$ cat config.mk
export PLATFORM = sky130hd
export DESIGN_NAME = spi_flash_front
export DESIGN_NICKNAME = d
export VERILOG_FILES = /design/src/rtl/spi_front_pkg.sv /design/src/rtl/spi_bit_shifter.sv /design/src/rtl/spi_cmd_decode.sv /design/src/rtl/spi_resp_tx.sv /design/src/rtl/spi_flash_front.sv
export SDC_FILE = /design/constraint.sdc
export NUM_CORES = 1
export LEC_CHECK = 0
export CORE_MARGIN = 3
export CORE_UTILIZATION = 50
export CTS_BUF_LIST = sky130_fd_sc_hd__clkbuf_8
export DETAILED_ROUTE_END_ITERATION = 7
export DONT_BUFFER_PORTS = 1
export GPL_TIMING_DRIVEN = 0
export MAX_ROUTING_LAYER = met4
export PLACE_DENSITY_LB_ADDON = 0.3
export SLEW_MARGIN = 20
export SYNTH_ARGS = -nofsm -noshare
export SYNTH_HDL_FRONTEND = slang
export SYNTH_SLANG_ARGS = --single-unit
$ cat constraint.sdc
create_clock -name clk -period 6.2 [get_ports clk]
set_clock_uncertainty 0.1 [all_clocks]
set_input_delay 1.24 -clock clk [delete_from_list [all_inputs] [get_ports clk]]
set_output_delay 1.24 -clock clk [all_outputs]
set_load 0.01 [all_outputs]
$ cat src/rtl/spi_front_pkg.sv
package spi_front_pkg;

  localparam int BYTE_W = 8;
  localparam int ADDR_W = 24;
  localparam int DATA_W = 2 * BYTE_W;
  localparam int CNT_W  = 3;

  typedef enum logic [2:0] {
    RQ_NONE      = 3'd0,
    RQ_PROG_BYTE = 3'd1,
    RQ_PROG_AUTO = 3'd2,
    RQ_ERASE_SEC = 3'd3,
    RQ_ERASE_32K = 3'd4,
    RQ_ERASE_64K = 3'd5,
    RQ_ERASE_ALL = 3'd6,
    RQ_STATUS_WR = 3'd7
  } req_kind_t;

  localparam logic [7:0] OP_WREN = 8'h06;
  localparam logic [7:0] OP_WRDI = 8'h04;
  localparam logic [7:0] OP_STRD = 8'h05;
  localparam logic [7:0] OP_STWR = 8'h01;
  localparam logic [7:0] OP_PROG = 8'h02;
  localparam logic [7:0] OP_AUTO = 8'hAD;
  localparam logic [7:0] OP_ES4K = 8'h20;
  localparam logic [7:0] OP_E32K = 8'h52;
  localparam logic [7:0] OP_E64K = 8'hD8;
  localparam logic [7:0] OP_EALA = 8'h60;
  localparam logic [7:0] OP_EALB = 8'hC7;
  localparam logic [7:0] OP_JDID = 8'h9F;
  localparam logic [7:0] OP_IDA  = 8'h90;
  localparam logic [7:0] OP_IDB  = 8'hAB;

  // Request code for a modifying opcode, RQ_NONE for everything else
  function automatic req_kind_t op_kind(input logic [7:0] op);
    case (op)
      OP_PROG:          return RQ_PROG_BYTE;
      OP_AUTO:          return RQ_PROG_AUTO;
      OP_ES4K:          return RQ_ERASE_SEC;
      OP_E32K:          return RQ_ERASE_32K;
      OP_E64K:          return RQ_ERASE_64K;
      OP_EALA, OP_EALB: return RQ_ERASE_ALL;
      OP_STWR:          return RQ_STATUS_WR;
      default:          return RQ_NONE;
    endcase
  endfunction

  // Exact frame length in bytes; 0 marks an opcode that never executes at frame end
  function automatic logic [CNT_W-1:0] op_len(input logic [7:0] op);
    case (op)
      OP_WREN, OP_WRDI, OP_EALA, OP_EALB: return 3'd1;
      OP_STWR:                            return 3'd2;
      OP_ES4K, OP_E32K, OP_E64K:          return 3'd4;
      OP_PROG:                            return 3'd5;
      OP_AUTO:                            return 3'd6;
      default:                            return 3'd0;
    endcase
  endfunction

  // {valid, byte} for the response byte that follows n received bytes
  function automatic logic [8:0] resp_pick(
    input logic [7:0]  op,
    input logic [2:0]  n,
    input logic [1:0]  rix,
    input logic        a0,
    input logic [7:0]  stat,
    input logic [7:0]  mfr,
    input logic [23:0] jdev,
    input logic [7:0]  sdev
  );
    logic [7:0] b;
    case (op)
      OP_STRD: return {(n != 3'd0), stat};
      OP_JDID: begin
        case (rix)
          2'd0:    b = mfr;
          2'd1:    b = jdev[23:16];
          2'd2:    b = jdev[15:8];
          default: b = jdev[7:0];
        endcase
        return {(n != 3'd0), b};
      end
      OP_IDA, OP_IDB: begin
        b = (a0 ^ rix[0]) ? sdev : mfr;
        return {(n >= 3'd4), b};
      end
      default: return 9'h000;
    endcase
  endfunction

endpackage

$ cat src/rtl/spi_bit_shifter.sv
module spi_bit_shifter
  import spi_front_pkg::*;
(
  input  logic             clk,
  input  logic             rst_n,
  input  logic             sck,
  input  logic             cs_n,
  input  logic             hold_n,
  input  logic             si,
  output logic             bit_fall,
  output logic             byte_done,
  output logic [BYTE_W-1:0] rx_byte,
  output logic [CNT_W-1:0] byte_cnt,
  output logic [2:0]       bitcnt,
  output logic             frame_end
);

  logic                sck_q;
  logic                cs_q;
  logic                live;
  logic                bit_rise;
  logic [BYTE_W-2:0]   rx_sh;

  assign live      = ~cs_n & hold_n;
  assign bit_rise  = live & sck & ~sck_q;
  assign bit_fall  = live & ~sck & sck_q;
  assign frame_end = cs_n & ~cs_q;
  assign byte_done = bit_rise & (bitcnt == 3'd7);
  assign rx_byte   = {rx_sh, si};

  always_ff @(posedge clk or negedge rst_n) begin
    if (!rst_n) begin
      sck_q    <= 1'b0;
      cs_q     <= 1'b1;
      bitcnt   <= '0;
      byte_cnt <= '0;
      rx_sh    <= '0;
    end else begin
      sck_q <= sck;
      cs_q  <= cs_n;
      if (cs_n) begin
        bitcnt   <= '0;
        byte_cnt <= '0;
      end else if (bit_rise) begin
        rx_sh  <= {rx_sh[BYTE_W-3:0], si};
        bitcnt <= bitcnt + 3'd1;
        if (byte_done && byte_cnt != {CNT_W{1'b1}})
          byte_cnt <= byte_cnt + 1'b1;
      end
    end
  end

endmodule

$ cat src/rtl/spi_cmd_decode.sv
module spi_cmd_decode
  import spi_front_pkg::*;
(
  input  logic              clk,
  input  logic              rst_n,
  input  logic              cs_n,
  input  logic              byte_done,
  input  logic [BYTE_W-1:0] rx_byte,
  input  logic [CNT_W-1:0]  byte_cnt,
  input  logic [2:0]        bitcnt,
  input  logic              frame_end,
  input  logic              op_done,
  output logic [BYTE_W-1:0] opcode,
  output logic [ADDR_W-1:0] addr,
  output logic              wel,
  output logic              wren_hit,
  output logic              req_valid,
  output logic [2:0]        req_kind,
  output logic [ADDR_W-1:0] req_addr,
  output logic [DATA_W-1:0] req_data
);

  logic [DATA_W-1:0] data_q;
  logic              frame_ok;
  logic              wrdi_hit;
  logic              mod_hit;
  req_kind_t         kind;
  req_kind_t         kind_q;

  assign kind     = op_kind(opcode);
  assign frame_ok = frame_end && (bitcnt == 3'd0) && (byte_cnt != '0)
                    && (byte_cnt == op_len(opcode));
  assign wren_hit = frame_ok && (opcode == OP_WREN);
  assign wrdi_hit = frame_ok && (opcode == OP_WRDI);
  assign mod_hit  = frame_ok && (kind != RQ_NONE);
  assign req_kind = kind_q;

  always_ff @(posedge clk or negedge rst_n) begin
    if (!rst_n) begin
      opcode <= '0;
      addr   <= '0;
      data_q <= '0;
    end else if (cs_n) begin
      opcode <= '0;
      addr   <= '0;
      data_q <= '0;
    end else if (byte_done) begin
      case (byte_cnt)
        3'd0:    opcode       <= rx_byte;
        3'd1:    addr[23:16]  <= rx_byte;
        3'd2:    addr[15:8]   <= rx_byte;
        3'd3:    addr[7:0]    <= rx_byte;
        default: data_q       <= {data_q[BYTE_W-1:0], rx_byte};
      endcase
    end
  end

  always_ff @(posedge clk or negedge rst_n) begin
    if (!rst_n) begin
      wel       <= 1'b0;
      req_valid <= 1'b0;
      kind_q    <= RQ_NONE;
      req_addr  <= '0;
      req_data  <= '0;
    end else begin
      if (wren_hit)
        wel <= 1'b1;
      else if (wrdi_hit || op_done)
        wel <= 1'b0;
      req_valid <= mod_hit & wel;
      if (mod_hit && wel) begin
        kind_q   <= kind;
        req_addr <= (kind == RQ_STATUS_WR || kind == RQ_ERASE_ALL) ? '0 : addr;
        req_data <= (kind == RQ_STATUS_WR) ? {8'h00, addr[23:16]} : data_q;
      end
    end
  end

endmodule

$ cat src/rtl/spi_resp_tx.sv
module spi_resp_tx
  import spi_front_pkg::*;
#(
  parameter logic [7:0]  MFR_ID    = 8'hBF,
  parameter logic [23:0] JEDEC_DEV = 24'h2650A1,
  parameter logic [7:0]  SHORT_DEV = 8'h5A
) (
  input  logic              clk,
  input  logic              rst_n,
  input  logic              cs_n,
  input  logic              hold_n,
  input  logic              bit_fall,
  input  logic              byte_done,
  input  logic [BYTE_W-1:0] opcode,
  input  logic              addr_lsb,
  input  logic [CNT_W-1:0]  byte_cnt,
  input  logic [BYTE_W-1:0] status,
  output logic              so,
  output logic              so_oe
);

  logic              pend;
  logic              resp_act;
  logic [1:0]        rix;
  logic [BYTE_W-1:0] tx;
  logic [8:0]        pick;

  assign pick  = resp_pick(opcode, byte_cnt, rix, addr_lsb, status,
                           MFR_ID, JEDEC_DEV, SHORT_DEV);
  assign so    = tx[BYTE_W-1];
  assign so_oe = resp_act & ~cs_n & hold_n;

  always_ff @(posedge clk or negedge rst_n) begin
    if (!rst_n) begin
      pend     <= 1'b0;
      resp_act <= 1'b0;
      rix      <= '0;
      tx       <= '0;
    end else if (cs_n) begin
      pend     <= 1'b0;
      resp_act <= 1'b0;
      rix      <= '0;
    end else begin
      if (byte_done)
        pend <= 1'b1;
      else if (bit_fall) begin
        pend <= 1'b0;
        if (pend && pick[8]) begin
          tx       <= pick[7:0];
          resp_act <= 1'b1;
          rix      <= rix + 2'd1;
        end else begin
          tx <= {tx[BYTE_W-2:0], 1'b0};
        end
      end
    end
  end

endmodule

$ cat src/rtl/spi_flash_front.sv
module spi_flash_front
  import spi_front_pkg::*;
#(
  parameter logic [7:0]  MFR_ID    = 8'hBF,
  parameter logic [23:0] JEDEC_DEV = 24'h2650A1,
  parameter logic [7:0]  SHORT_DEV = 8'h5A
) (
  input  logic        clk,
  input  logic        rst_n,
  input  logic        sck,
  input  logic        cs_n,
  input  logic        hold_n,
  input  logic        si,
  output logic        so,
  output logic        so_oe,
  input  logic        busy,
  input  logic [5:0]  stat_hi,
  input  logic        op_done,
  output logic        req_valid,
  output logic [2:0]  req_kind,
  output logic [23:0] req_addr,
  output logic [15:0] req_data
);

  logic              bit_fall;
  logic              byte_done;
  logic              frame_end;
  logic              wren_hit;
  logic              wel;
  logic [BYTE_W-1:0] rx_byte;
  logic [CNT_W-1:0]  byte_cnt;
  logic [2:0]        bitcnt;
  logic [BYTE_W-1:0] opcode;
  logic [ADDR_W-1:0] addr;
  logic [BYTE_W-1:0] status;

  assign status = {stat_hi, wel, busy};

  spi_bit_shifter u_shift (
    .clk(clk), .rst_n(rst_n), .sck(sck), .cs_n(cs_n), .hold_n(hold_n), .si(si),
    .bit_fall(bit_fall), .byte_done(byte_done), .rx_byte(rx_byte),
    .byte_cnt(byte_cnt), .bitcnt(bitcnt), .frame_end(frame_end)
  );

  spi_cmd_decode u_dec (
    .clk(clk), .rst_n(rst_n), .cs_n(cs_n), .byte_done(byte_done),
    .rx_byte(rx_byte), .byte_cnt(byte_cnt), .bitcnt(bitcnt),
    .frame_end(frame_end), .op_done(op_done), .opcode(opcode), .addr(addr),
    .wel(wel), .wren_hit(wren_hit), .req_valid(req_valid),
    .req_kind(req_kind), .req_addr(req_addr), .req_data(req_data)
  );

  spi_resp_tx #(.MFR_ID(MFR_ID), .JEDEC_DEV(JEDEC_DEV), .SHORT_DEV(SHORT_DEV)) u_tx (
    .clk(clk), .rst_n(rst_n), .cs_n(cs_n), .hold_n(hold_n),
    .bit_fall(bit_fall), .byte_done(byte_done), .opcode(opcode),
    .addr_lsb(addr[0]), .byte_cnt(byte_cnt), .status(status),
    .so(so), .so_oe(so_oe)
  );

endmodule

* After elaboration in Yosys (flattened, before gate mapping)
Index checks and enable logic that the tools add are counted.
W data, S select, Z words.
** Operators by class
- Add/sub/neg operators :: 3
- Order comparisons :: 1
- Equal/unequal tests :: 26
- Multiplexer cells :: 37
- Bitwise logic cells :: 16
- Reduce and logical (&&, ||, !) cells :: 41
** Operator list (count)
- $mux W24 :: 3
- $mux W16 :: 4
- $mux W8 :: 8
- $eq A8 B8 Y1 const B :: 6
- $pmux W9 S3 :: 1
- $eq A8 B3 Y1 const B :: 3
- $pmux W8 S3 :: 1
- $pmux W3 S7 :: 1
- $reduce_bool A2 Y1 :: 10
- $eq A8 B7 Y1 const B :: 2
- $mux W3 :: 5
- $pmux W3 S5 :: 1
- $reduce_and A2 Y1 :: 7
- $and A1 B1 Y1 :: 10
- $eq A3 B3 Y1 const B :: 3
- $logic_and A1 B1 Y1 :: 9
- $mux W1 :: 9
- $reduce_bool A3 Y1 :: 3
- $eq A8 B1 Y1 const B :: 1
- $eq A8 B2 Y1 const B :: 1
- $eq A8 B6 Y1 const B :: 1
- $mux W2 :: 4
- $reduce_or A4 Y1 :: 2
- $add A3 B1 Y3 const B :: 2
- 18 further kinds :: 27
** Word-level totals
- Register bits :: 120
- Input bits :: 14
- Output and inout bits :: 46
- Logic and storage cells :: 143

* Depth between registers and ports, before layout
- Depth in word-level cells :: 9
- Depth in mapped cells :: 10
- Gate-level depth less buffers :: 8

* Hierarchy
Synthesis repeated with hierarchy kept, for this count alone.
** Unflattened totals
- Cell total of the unflattened synthesis :: 579
- Area, all modules :: 5899.4 um2
** By module, submodules not included
- spi_cmd_decode :: times used 1, cells an instance 437, area an instance 4321.6 um2, sequential area each 2327.2 um2
- spi_resp_tx :: times used 1, cells an instance 95, area an instance 888.4 um2, sequential area each 300.3 um2
- spi_bit_shifter :: times used 1, cells an instance 47, area an instance 689.4 um2, sequential area each 376.6 um2

* Worst setup path before layout
OpenSTA, ideal clock, no wires.
- Path kind :: input to output
- Start :: in cs_n
- End :: out so_oe
- Data arrival time :: 1.928 ns
- Data required time :: 4.860 ns
- Path slack :: 2.932 ns
- Stages :: 3
- Buffers on the path :: 2
- Path through :: clkbuf_1 > clkbuf_1 > nor3b_1
** Between the ends
- Longest elaborated chain between the ends :: 3
** RTL lines
- start: declaration :: RTL line spi_flash_front.sv:11 : input logic cs_n,
- $not A1 Y1 (no line)
- $and A1 B1 Y1 (2 in a row) :: RTL line spi_resp_tx.sv:31 : assign so_oe = resp_act & ~cs_n & hold_n;
- end: declaration :: RTL line spi_flash_front.sv:15 : output logic so_oe,
Every way passes these cells.

* Worst setup path after layout
Ends and elaborated chain as after synthesis.

==> results.sh <==
export IMPL_status="completed"
export IMPL_worst_ep_required_time_ns=4.86
export IMPL_critical_path_class="in2out"
export IMPL_worst_setup_path_start_kind="primary input"
export IMPL_cts_tree="yes"
export IMPL_path_clk_slew_ns=0.08
export IMPL_yosysSeqAreaShare=0.501
export IMPL_max_freq_mhz=288
export IMPL_nFillCells=978
export IMPL_numClockSinks=120
export IMPL_grt_usage=0.215
export IMPL_synth_simple_gate_area_frac=0.173
export IMPL_async_flop_share=1.00
export IMPL_die_x_um=116
export IMPL_final_util=0.566
export IMPL_synth_nets=616
export IMPL_drt_iter0_markers=283
export IMPL_synth_top_family_by_area="simple AND/OR/NAND/NOR gates"
export IMPL_synth_avg_cell_area_um2=10.2
export IMPL_grt_pass1_wl_mm=21.5
export IMPL_worstSkewPairLatency_ns=0.44
export IMPL_crit_arrival_ns=2.14
export IMPL_crit_chain="clkbuf_1 > clkbuf_1 > nor3b_1"
export IMPL_cts_resized=0
export IMPL_cpMaxStageDelayCell="nor3b_1"
export IMPL_wl_mm=13.2
export IMPL_final_common_cell="dfrtp_1"
export IMPL_cp_top_family="buffers and inverters"
export IMPL_ant_nets=0
export IMPL_period_share=0.561
export IMPL_yosys_warnings=0
export IMPL_holdBufCountCts=0
export IMPL_dp_hpwl_mm=9.22
export IMPL_antenna_found_initial=0
export IMPL_worstMarginPinSlew_ns=0.802
export IMPL_synth_compound_area_frac=0.0848
export IMPL_antennaDiodeCount=0
export IMPL_dr_pass1_iters=5
export IMPL_leakagePower_nw=3.00
export IMPL_tns_ns=0
export IMPL_rsz0062_at_grt="no"
export IMPL_die_y_um=116
export IMPL_layout_drive_gt1_share=0.150
export IMPL_boundaryPins=60
export IMPL_core_area_mm2=0.0116
export IMPL_synth_xor_area_frac=0.00730
export IMPL_wl_per_cell_um=17.3
export IMPL_htree_levels=4
export IMPL_end_kind="output port"
export IMPL_muxShareOfSynthArea=0.138
export IMPL_hold_class="in2async"
export IMPL_finalCriticalPeriod_ns=3.48
export IMPL_cts_made_buffers=17
export IMPL_post_cts_repair_setup_buffers=0
export IMPL_grt_max_degree=121
export IMPL_root_buffer="clkbuf_8"
export IMPL_peakVddDrop_mv=0.108
export IMPL_crit_buf_inv=2
export IMPL_maxCapViolations=0
export IMPL_powerDensity_mw_per_mm2=237
export IMPL_hold_violations=0
export IMPL_slew_viol_final=0
export IMPL_synth_edff_count=0
export IMPL_synthFlopType="dfrtp_1"
export IMPL_setup_viol=0
export IMPL_layout_common_cells="dfrtp_1, nand2_1, mux2i_1"
export IMPL_via_count=4250
export IMPL_cpMostUsedCell="clkbuf_1"
export IMPL_cp_max_fo=10
export IMPL_port_buffers=0
export IMPL_maxSlewHeadroom=0.461
export IMPL_viasPerCell=5.57
export IMPL_num_rows=39
export IMPL_max_stage_delay_ns=0.43
export IMPL_die_area_mm2=0.0134
export IMPL_syn_inst=588
export IMPL_fin_nets=635
export IMPL_globalRouteOverflowTotal=0
export IMPL_ys_types=63
export IMPL_ys_ff_latch=120
export IMPL_synthAdderAreaFrac=0.0292
export IMPL_start_util=0.519
export IMPL_grt_pass1_vias=4234
export IMPL_areaGrowthSynthToFinish_pct=9.15
export IMPL_gp_congestion=0.878
export IMPL_clockBufferDepth=2
export IMPL_drc=0
export IMPL_syn_area_mm2=0.00600
flip-flops by register name, summed over array words and instances (netlist names), 7 cells and up:
name,flops
u_dec.addr,24
u_dec.data_q,16
u_dec.opcode,8
u_dec.req_addr,24
u_dec.req_data,16
u_shift.rx_sh,7
u_tx.tx,8
metrics by stage:
step	cells	hold slack [ns]	power, mW	area (um^2)	setup slack (ns)
4_1_cts	763	0.367	1.56	6550	2.69
6_report	763	0.386	1.55	6550	2.72
3_3_place_gp	731	0.355	0.901	6180	2.70
2_1_floorplan	588	0.340	0.880	6000	2.93
5_1_grt	763	0.361	1.60	6550	2.60
3_5_place_dp	731	0.367	0.906	6180	2.69
cell usage after synthesis, drive strengths merged (2+ instances only):
master | n | area share
a21oi | 35 | 0.029
o31ai | 5 | 0.0063
nand3 | 22 | 0.018
mux2i | 49 | 0.082
nor4bb | 2 | 0.0033
ha | 14 | 0.029
nand4 | 4 | 0.0052
inv | 44 | 0.028
o21ai | 11 | 0.0092
o2111ai | 3 | 0.0065
and4 | 2 | 0.0029
nand2b | 3 | 0.0031
nand3b | 3 | 0.0038
nor3b | 3 | 0.0038
nor2b | 2 | 0.0021
nand2 | 107 | 0.067
or4 | 2 | 0.0025
clkbuf | 18 | 0.011
dfrtp | 119 | 0.50
a211oi | 7 | 0.0088
buf | 20 | 0.028
nor3 | 9 | 0.011
nor4 | 4 | 0.0077
o211ai | 5 | 0.0063
nand4bb | 2 | 0.0038
mux2 | 28 | 0.056
nor2 | 35 | 0.022
o221ai | 2 | 0.0029
a22oi | 2 | 0.0025
nor4b | 2 | 0.0040
xnor2 | 4 | 0.0058
and3 | 3 | 0.0031
worst register-to-register path, stage by stage, from the launching register on:
cell and delay, ns:
dfrtp_1 0.39, buf_2 0.20, nor3_4 0.34, nand2_1 0.18, o221ai_1 0.19, nand3_1 0.18
nor3_2 0.16, buf_6 0.20, buf_12 0.17, mux2_1 0.32
report_power, final:
part | switching, mW | total (mW) | internal (mW)
Clock | 0.333 | 0.660 | 0.327
Combinational | 0.0209 | 0.0438 | 0.0229
Sequential | 0.0392 | 0.847 | 0.807
final cells by class:
class | instances | area (um^2) | area share
plain buffers | 38 | 235 | 0.0359
clock buffers | 18 | 248 | 0.0378
clock inverters | 14 | 123 | 0.0187
inverters | 44 | 165 | 0.0252
multi-input cells | 386 | 2600 | 0.396
flip-flops and latches | 120 | 3000 | 0.459
well taps | 143 | 179 | 0.0273
final timing paths:
| check | from | to | slack (ns) | cells past startpoint |
|---|---|---|---|---|
| max reg2reg | u_dec.opcode[5]$_DFFE_PN0P_ | u_dec.req_data[4]$_DFFE_PN0P_ | 3.65 | 9 |
| min reg2reg | u_tx.tx[3]$_DFFE_PN0P_ | u_tx.tx[3]$_DFFE_PN0P_ | 0.39 | 2 |
| min in group clk | u_tx.tx[3]$_DFFE_PN0P_ | u_tx.tx[3]$_DFFE_PN0P_ | 0.39 | 2 |
| max in group asynchronous | rst_n | u_shift.cs_q$_DFF_PN1_ | 5.35 | 0 |
| min | rst_n | u_dec.req_data[14]$_DFFE_PN0P_ | 0.39 | 0 |
| max | cs_n | so_oe | 2.72 | 3 |
metal layers:
metal	part of all wire	GRT usage
met5	0	-
met4	0.015	0.0720
met3	0.046	0.0543
met2	0.46	0.315
met1	0.48	0.294
cell families after synthesis:
logic type	count (synthesis)
DFF	120
xor gates and xnor gates	5
adders and majority gates	14
and+or+nand+nor	212
AOI/OAI and AO/OA	78
buffers and inverters	82
muxes	77
Note: power is estimated with default switching activity, not from simulation.
